==> src/rtl/spdif_cs_pkg.sv <==
package spdif_cs_pkg;

   // Audio word width carried by each subframe.
   localparam int unsigned SF_AUDIO_W = 24;

   // Word-length lookup from the stored status bits.
   // code = {bit35, bit34, bit33}; max24 = bit32.
   function automatic int unsigned wl_bits(input logic max24,
                                           input logic [2:0] code,
                                           input int unsigned full);
      int unsigned r;
      case (code)
         3'd1:    r = max24 ? 20 : 16;
         3'd2:    r = max24 ? 22 : 18;
         3'd4:    r = max24 ? 23 : 19;
         3'd5:    r = max24 ? 24 : 20;
         3'd6:    r = max24 ? 21 : 17;
         default: r = full;
      endcase
      return r;
   endfunction

endpackage

==> src/rtl/cs_collect.sv <==
module cs_collect #(
   parameter int unsigned CS_BYTES  = 5,
   parameter int unsigned BLOCK_LEN = 192
) (
   input  logic                  clk,
   input  logic                  rst_n,
   input  logic                  in_valid,
   input  logic                  in_second,
   input  logic                  in_blk,
   input  logic                  in_cbit,
   output logic [CS_BYTES*8-1:0] cs_regs,
   output logic                  cs_upd
);
   localparam int unsigned CS_BITS = CS_BYTES * 8;
   localparam int unsigned IDX_W   = $clog2(BLOCK_LEN + 1);
   localparam int unsigned SH_W    = $clog2(CS_BITS);

   if (CS_BITS < 36) begin : g_bad_bytes
      $error("cs_collect: status store must reach bit 35");
   end
   if (BLOCK_LEN <= CS_BITS) begin : g_bad_len
      $error("cs_collect: block must be longer than the stored bits");
   end

   logic [IDX_W-1:0]   idx;
   logic               armed;
   logic [CS_BITS-1:0] shadow;
   logic [CS_BITS-1:0] shadow_nx;
   logic               ch1_evt;
   logic               in_store;
   logic               last_bit;

   assign ch1_evt  = in_valid && !in_second;
   assign in_store = (idx < IDX_W'(CS_BITS));
   assign last_bit = (idx == IDX_W'(CS_BITS - 1));

   always_comb begin
      shadow_nx = shadow;
      if (in_store) begin
         shadow_nx[idx[SH_W-1:0]] = in_cbit;
      end
   end

   always_ff @(posedge clk) begin
      if (!rst_n) begin
         idx     <= '0;
         armed   <= 1'b0;
         shadow  <= '0;
         cs_regs <= '0;
         cs_upd  <= 1'b0;
      end else if (ch1_evt) begin
         if (in_blk) begin
            shadow    <= '0;
            shadow[0] <= in_cbit;
            idx       <= IDX_W'(1);
            armed     <= 1'b1;
            cs_upd    <= 1'b0;
         end else if (armed && (idx < IDX_W'(BLOCK_LEN))) begin
            shadow <= shadow_nx;
            idx    <= idx + 1'b1;
            if (last_bit) begin
               cs_regs <= shadow_nx;
               cs_upd  <= 1'b1;
            end
         end
      end
   end


   cs_commit_chk: assert property (@(posedge clk) disable iff (!rst_n)
      (cs_regs != $past(cs_regs)) |-> $rose(cs_upd));


   upd_clear_chk: assert property (@(posedge clk) disable iff (!rst_n)
      $fell(cs_upd) |-> $past(in_valid && !in_second && in_blk));


   second_ignored_chk: assert property (@(posedge clk) disable iff (!rst_n)
      (in_valid && in_second) |=> $stable(cs_regs));


   idx_bound_chk: assert property (@(posedge clk) disable iff (!rst_n)
      idx <= IDX_W'(BLOCK_LEN));

endmodule

==> src/rtl/cs_decode.sv <==
module cs_decode
   import spdif_cs_pkg::*;
#(
   parameter int unsigned CS_BITS = 40,
   parameter int unsigned AUDIO_W = SF_AUDIO_W
) (
   input  logic               clk,
   input  logic               rst_n,
   input  logic [CS_BITS-1:0] cs_regs,
   input  logic               dac_sel,
   output logic               deemph_en,
   output logic [AUDIO_W-1:0] wl_mask
);
   localparam int unsigned LEN_W = $clog2(AUDIO_W + 1);

   if (AUDIO_W < 24) begin : g_bad_w
      $error("cs_decode: audio word must be at least 24 bits");
   end

   logic [LEN_W-1:0] wl_len;
   logic [LEN_W-1:0] drop;

   assign deemph_en = dac_sel && cs_regs[3] && !cs_regs[4] && !cs_regs[5];
   assign wl_len    = LEN_W'(wl_bits(cs_regs[32], cs_regs[35:33], AUDIO_W));
   assign drop      = LEN_W'(AUDIO_W) - wl_len;

   for (genvar i = 0; i < AUDIO_W; i++) begin : g_mask
      assign wl_mask[i] = (LEN_W'(i) >= drop);
   end


   deemph_dac_chk: assert property (@(posedge clk) disable iff (!rst_n)
      deemph_en |-> dac_sel);


   mask_top_chk: assert property (@(posedge clk) disable iff (!rst_n)
      $countones(wl_mask) >= 16);

endmodule

==> src/rtl/audio_path.sv <==
module audio_path #(
   parameter int unsigned AUDIO_W = 24,
   parameter bit          REG_OUT = 1'b1
) (
   input  logic               clk,
   input  logic               rst_n,
   input  logic               in_valid,
   input  logic [AUDIO_W-1:0] in_audio,
   input  logic [AUDIO_W-1:0] mask,
   output logic [AUDIO_W-1:0] aif_audio,
   output logic [AUDIO_W-1:0] tx_audio
);
   if (REG_OUT) begin : g_reg
      always_ff @(posedge clk) begin
         if (!rst_n) begin
            aif_audio <= '0;
            tx_audio  <= '0;
         end else if (in_valid) begin
            aif_audio <= in_audio & mask;
            tx_audio  <= in_audio;
         end
      end
   end else begin : g_comb
      assign aif_audio = in_audio & mask;
      assign tx_audio  = in_audio;
   end


   aif_subset_chk: assert property (@(posedge clk) disable iff (!rst_n)
      (aif_audio & ~tx_audio) == '0);

endmodule

==> src/rtl/spdif_cs_capture.sv <==
module spdif_cs_capture
   import spdif_cs_pkg::*;
#(
   parameter int unsigned CS_BYTES  = 5,
   parameter int unsigned BLOCK_LEN = 192,
   parameter int unsigned AUDIO_W   = SF_AUDIO_W,
   parameter bit          REG_OUT   = 1'b1
) (
   input  logic                  clk,
   input  logic                  rst_n,
   input  logic                  sf_valid,
   input  logic                  sf_second,
   input  logic                  sf_blk_start,
   input  logic                  sf_cbit,
   input  logic [AUDIO_W-1:0]    sf_audio,
   input  logic                  dac_sel,
   output logic [CS_BYTES*8-1:0] cs_bytes,
   output logic                  cs_update,
   output logic                  deemph_en,
   output logic [AUDIO_W-1:0]    wl_mask,
   output logic [AUDIO_W-1:0]    aif_audio,
   output logic [AUDIO_W-1:0]    tx_audio
);
   localparam int unsigned CS_BITS = CS_BYTES * 8;

   cs_collect #(
      .CS_BYTES  (CS_BYTES),
      .BLOCK_LEN (BLOCK_LEN)
   ) u_collect (
      .clk       (clk),
      .rst_n     (rst_n),
      .in_valid  (sf_valid),
      .in_second (sf_second),
      .in_blk    (sf_blk_start),
      .in_cbit   (sf_cbit),
      .cs_regs   (cs_bytes),
      .cs_upd    (cs_update)
   );

   cs_decode #(
      .CS_BITS (CS_BITS),
      .AUDIO_W (AUDIO_W)
   ) u_decode (
      .clk       (clk),
      .rst_n     (rst_n),
      .cs_regs   (cs_bytes),
      .dac_sel   (dac_sel),
      .deemph_en (deemph_en),
      .wl_mask   (wl_mask)
   );

   audio_path #(
      .AUDIO_W (AUDIO_W),
      .REG_OUT (REG_OUT)
   ) u_audio (
      .clk       (clk),
      .rst_n     (rst_n),
      .in_valid  (sf_valid),
      .in_audio  (sf_audio),
      .mask      (wl_mask),
      .aif_audio (aif_audio),
      .tx_audio  (tx_audio)
   );

endmodule

==> config.mk <==
export PLATFORM = sky130hd
export DESIGN_NAME = spdif_cs_capture
export DESIGN_NICKNAME = d
export VERILOG_FILES = /design/src/rtl/spdif_cs_pkg.sv /design/src/rtl/cs_collect.sv /design/src/rtl/cs_decode.sv /design/src/rtl/audio_path.sv /design/src/rtl/spdif_cs_capture.sv
export SDC_FILE = /design/constraint.sdc
export NUM_CORES = 1
export LEC_CHECK = 0
export BUFFER_PORTS_ARGS = -buffer_cell sky130_fd_sc_hd__buf_2
export CELL_PAD_IN_SITES_DETAIL_PLACEMENT = 1
export CELL_PAD_IN_SITES_GLOBAL_PLACEMENT = 1
export CORE_ASPECT_RATIO = 0.7
export CORE_UTILIZATION = 35
export CTS_BUF_LIST = sky130_fd_sc_hd__clkbuf_16
export DETAILED_ROUTE_END_ITERATION = 10
export GPL_ROUTABILITY_DRIVEN = 0
export GPL_TIMING_DRIVEN = 0
export PLACE_DENSITY_LB_ADDON = 0.1
export SYNTH_ARGS = -nofsm -noshare
export SYNTH_HDL_FRONTEND = slang
export SYNTH_SLANG_ARGS = --single-unit
==> constraint.sdc <==
create_clock -name clk -period 4.24 [get_ports clk]
set_clock_uncertainty 0.1 [all_clocks]
set_input_delay 0.636 -clock clk [delete_from_list [all_inputs] [get_ports clk]]
set_output_delay 0.636 -clock clk [all_outputs]
set_load 0.05 [all_outputs]
==> flow_summary.ini <==
[global_routing]
met1_usage_pct = 30.3
track_usage_pct = 21.8
grt_max_degree = 17
met2_usage_pct = 34.0
grt_util_met3_pct = 4.26
busiest_layer = met2
grt-ovfl-total = 0
grt_pass1_wl_um = 28700
antenna_found_initial = 0
first_global_vias = 5420

[detailed_routing]
drt_iter0_markers = 292
via_count = 5477
post_drt_wl_per_cell_um = 17.0
totalWireLength_um = 18300
route.detailed.drc = 0
drt-pass1-iter-count = 5
vias_per_cell = 5.09
antenna_left = 0

[clock_network]
cts_resized = 0
worstSkewPairLatency_ps = 430
clk_path_buf_depth = 2
clkTransAtPathRegs_ps = 60
cts_setup_buffers = 0
cts_buffers = 17
ctsHtreeMaxLevel = 4
ctsHoldBuffers = 0
numClockSinks = 138
cts_tree = done
root_buffer = clkbuf_16

[layout]
nets = 869
multi_input_area_um2 = 2760
diodes = 0
final_area_um2 = 7350
drive_gt1_share_pct = 21.9
syn2layout_area_growth_pct = 26.4
final-seq-area_um2 = 2760
nFillCells = 2001

[timing]
slew_headroom_pct = 16.7
worstMarginPinSlew_ps = 1240
post-route-min-period_ps = 2790
finalSetupViolations = 0
setup-tns-final_ps = 0
period_share_pct = 65.8
hold_violations = 0
slew_violations = 0
fmax_ghz = 0.358
rsz0062_at_grt = false

[floorplan]
start_util_pct = 35.7
fp.dieH_um = 110
rows = 39
dieArea_um2 = 17100
ios = 145
die-width_um = 156
coreArea_um2 = 16300

[power]
p_switching_w = 0.000801
ir_drop_mv = 0.209
p_leak_nw = 3.23
power.internal_w = 0.00225
sequentialPowerShare_pct = 43.8
clockPowerShare_pct = 46.8
p_comb_share_pct = 9.4
swShare_pct = 26.2
cellPowerDensity_nw_per_um2 = 415

[logic_synthesis]
async_flop_share_pct = 0
synthFlopType = dfxtp_1
synth-seq-cells = 138
synthDistinctLibCells = 51
synth_area_leaders = dfxtp_1 48%, mux2i_1 7.6%, a21oi_1 7.2%, o21ai_0 6.5%, nand2_1 5.6%
synthMostInstantiatedCell = dfxtp_1
synth_edf_count = 0
syn_inst = 676
yosysSeqAreaShare_pct = 47.5
syn_area_um2 = 5820
synth_commonest_cells = 138 x dfxtp_1, 87 x nand2_1, 84 x a21oi_1
yosysTopAreaCellShare_pct = 47.5
yosysTopAreaCell = dfxtp_1
yosysWarnings = 0
synth_area_per_cell_um2 = 8.60

[place]
io_buffers = 126
hpwlAfterDp_um = 13700
placedInstanceArea_um2 = 6780

[setup_path]
reg2reg_to = u_collect.shadow[3]$_SDFFE_PN0P_
critPathKind = reg -> out
arrival_ps = 2060
cp-end-kind = output port
cp.required_ps = 3500
r2r_cells = 5
r2r_start = u_collect.idx[1]$_SDFFE_PN0P_
reg2reg_slack_ps = 1670
worstSetupStartpointType = flop
path_max_fanout = 10

[min_path]
hold_path.class = reg -> reg
worst_hold_startpoint = u_collect.shadow[26]$_SDFFE_PN0P_
worstHoldPathCells = 2
holdPathEnd = u_collect.shadow[26]$_SDFFE_PN0P_

[outcome]
status = finished, final reports clean

[job]
cap_viol_max_count = 0
-- per-stage QoR --
stage | util (%) | power (W) | setup WS (ps) | hold WS (ps) | std cells
2_1_floorplan | - | 0.00158 | 1210 | 325 | 691
3_3_place_gp | 41.6 | 0.00164 | 1360 | 333 | 1042
3_5_place_dp | 41.6 | 0.00165 | 1270 | 348 | 1042
4_1_cts | 45.1 | 0.00308 | 1440 | 362 | 1074
5_1_grt | 45.1 | 0.00316 | 1340 | 379 | 1075
6_report | 45.1 | 0.00305 | 1450 | 357 | 1075
-- cells by family (layout without fill, tap and decap cells) --
kind of cell	Yosys count	count (layout)	share of synthesized area (%)
compound gates	184	184	17.0
xor+xnor	4	4	0.602
fa+ha+maj	1	1	0.215
buf+inv	73	232	5.94
flops	138	138	47.5
mux	45	45	7.77
other cells	1	16	0.0645
simple gates	230	230	21.0
-- critical path, stage by stage (launching register included) --
cell and delay [ps]:
dfxtp_1 310, clkbuf_1 200, or3_1 470, o211ai_1 210
and2_1 190, buf_2 260
-- area by class of cell --
| type | instances | area share (%) |
|---|---|---|
| multi-input combinational | 480 | 37.6 |
| sequential | 138 | 37.6 |
| timing repair buffer | 127 | 8.65 |
| clock buffer | 17 | 5.79 |
| buffer | 70 | 4.55 |
| tap | 225 | 3.83 |
| clock inverter | 15 | 1.84 |
| inverter | 3 | 0.153 |
-- worst max path at each step --
stage	startpoint	end	cells after the start
after global routing	u_collect.cs_regs[34]$_SDFFE_PN0P_	wl_mask[1]	5
after floorplan	u_collect.cs_regs[33]$_SDFFE_PN0P_	wl_mask[1]	4
after detailed placement	sf_blk_start	u_collect.shadow[27]$_SDFFE_PN0P_	6
after CTS	u_collect.cs_regs[34]$_SDFFE_PN0P_	wl_mask[1]	5
after global placement	sf_blk_start	u_collect.shadow[12]$_SDFFE_PN0P_	6
final	u_collect.cs_regs[34]$_SDFFE_PN0P_	wl_mask[1]	5
-- power groups by stage --
| stage | Combinational, W | Sequential (W) | Clock, W |
|---|---|---|---|
| floorplan | 0.000124 | 0.00145 | 0 |
| global placement | 0.000280 | 0.00136 | 0 |
| detailed placement | 0.000286 | 0.00137 | 0 |
| CTS | 0.000287 | 0.00134 | 0.00145 |
| global route | 0.000306 | 0.00134 | 0.00152 |
| finish | 0.000287 | 0.00134 | 0.00143 |
-- registers in the layout (all words and copies together), names as in the netlist --
register / cells
u_audio.tx_audio: 24
u_collect.cs_regs: 40
u_audio.aif_audio: 24
u_collect.shadow: 40
u_collect.armed: 1
u_collect.idx: 8
u_collect.cs_upd: 1
-- placed cells by master (no fill, tap or decap), drive strengths merged, types with 2 or more instances in the layout --
cell / count
conb: 16
nor4: 5
or3b: 2
nor2: 23
nand2b: 41
xor2: 4
nor4b: 7
nor4bb: 8
buf: 155
and2: 2
o21ai: 77
a41o: 2
and3: 2
clkinv: 7
a31oi: 4
bufinv: 2
nor2b: 8
dfxtp: 138
a21o: 3
nand4b: 3
a21oi: 84
o31ai: 2
mux2i: 44
or4: 2
nand3: 27
inv: 8
o211ai: 2
o2111ai: 2
nand3b: 3
nand4: 6
nand2: 87
clkbuf: 59
-- per-layer routing --
metal / share of wire [%] / vias up
li1: - / 2647
met3: 4.4 / 19
met1: 50 / 2678
met2: 44 / 133
met4: 1.1 / 0
met5: 0 / -
(Power assumes the default switching activity.)
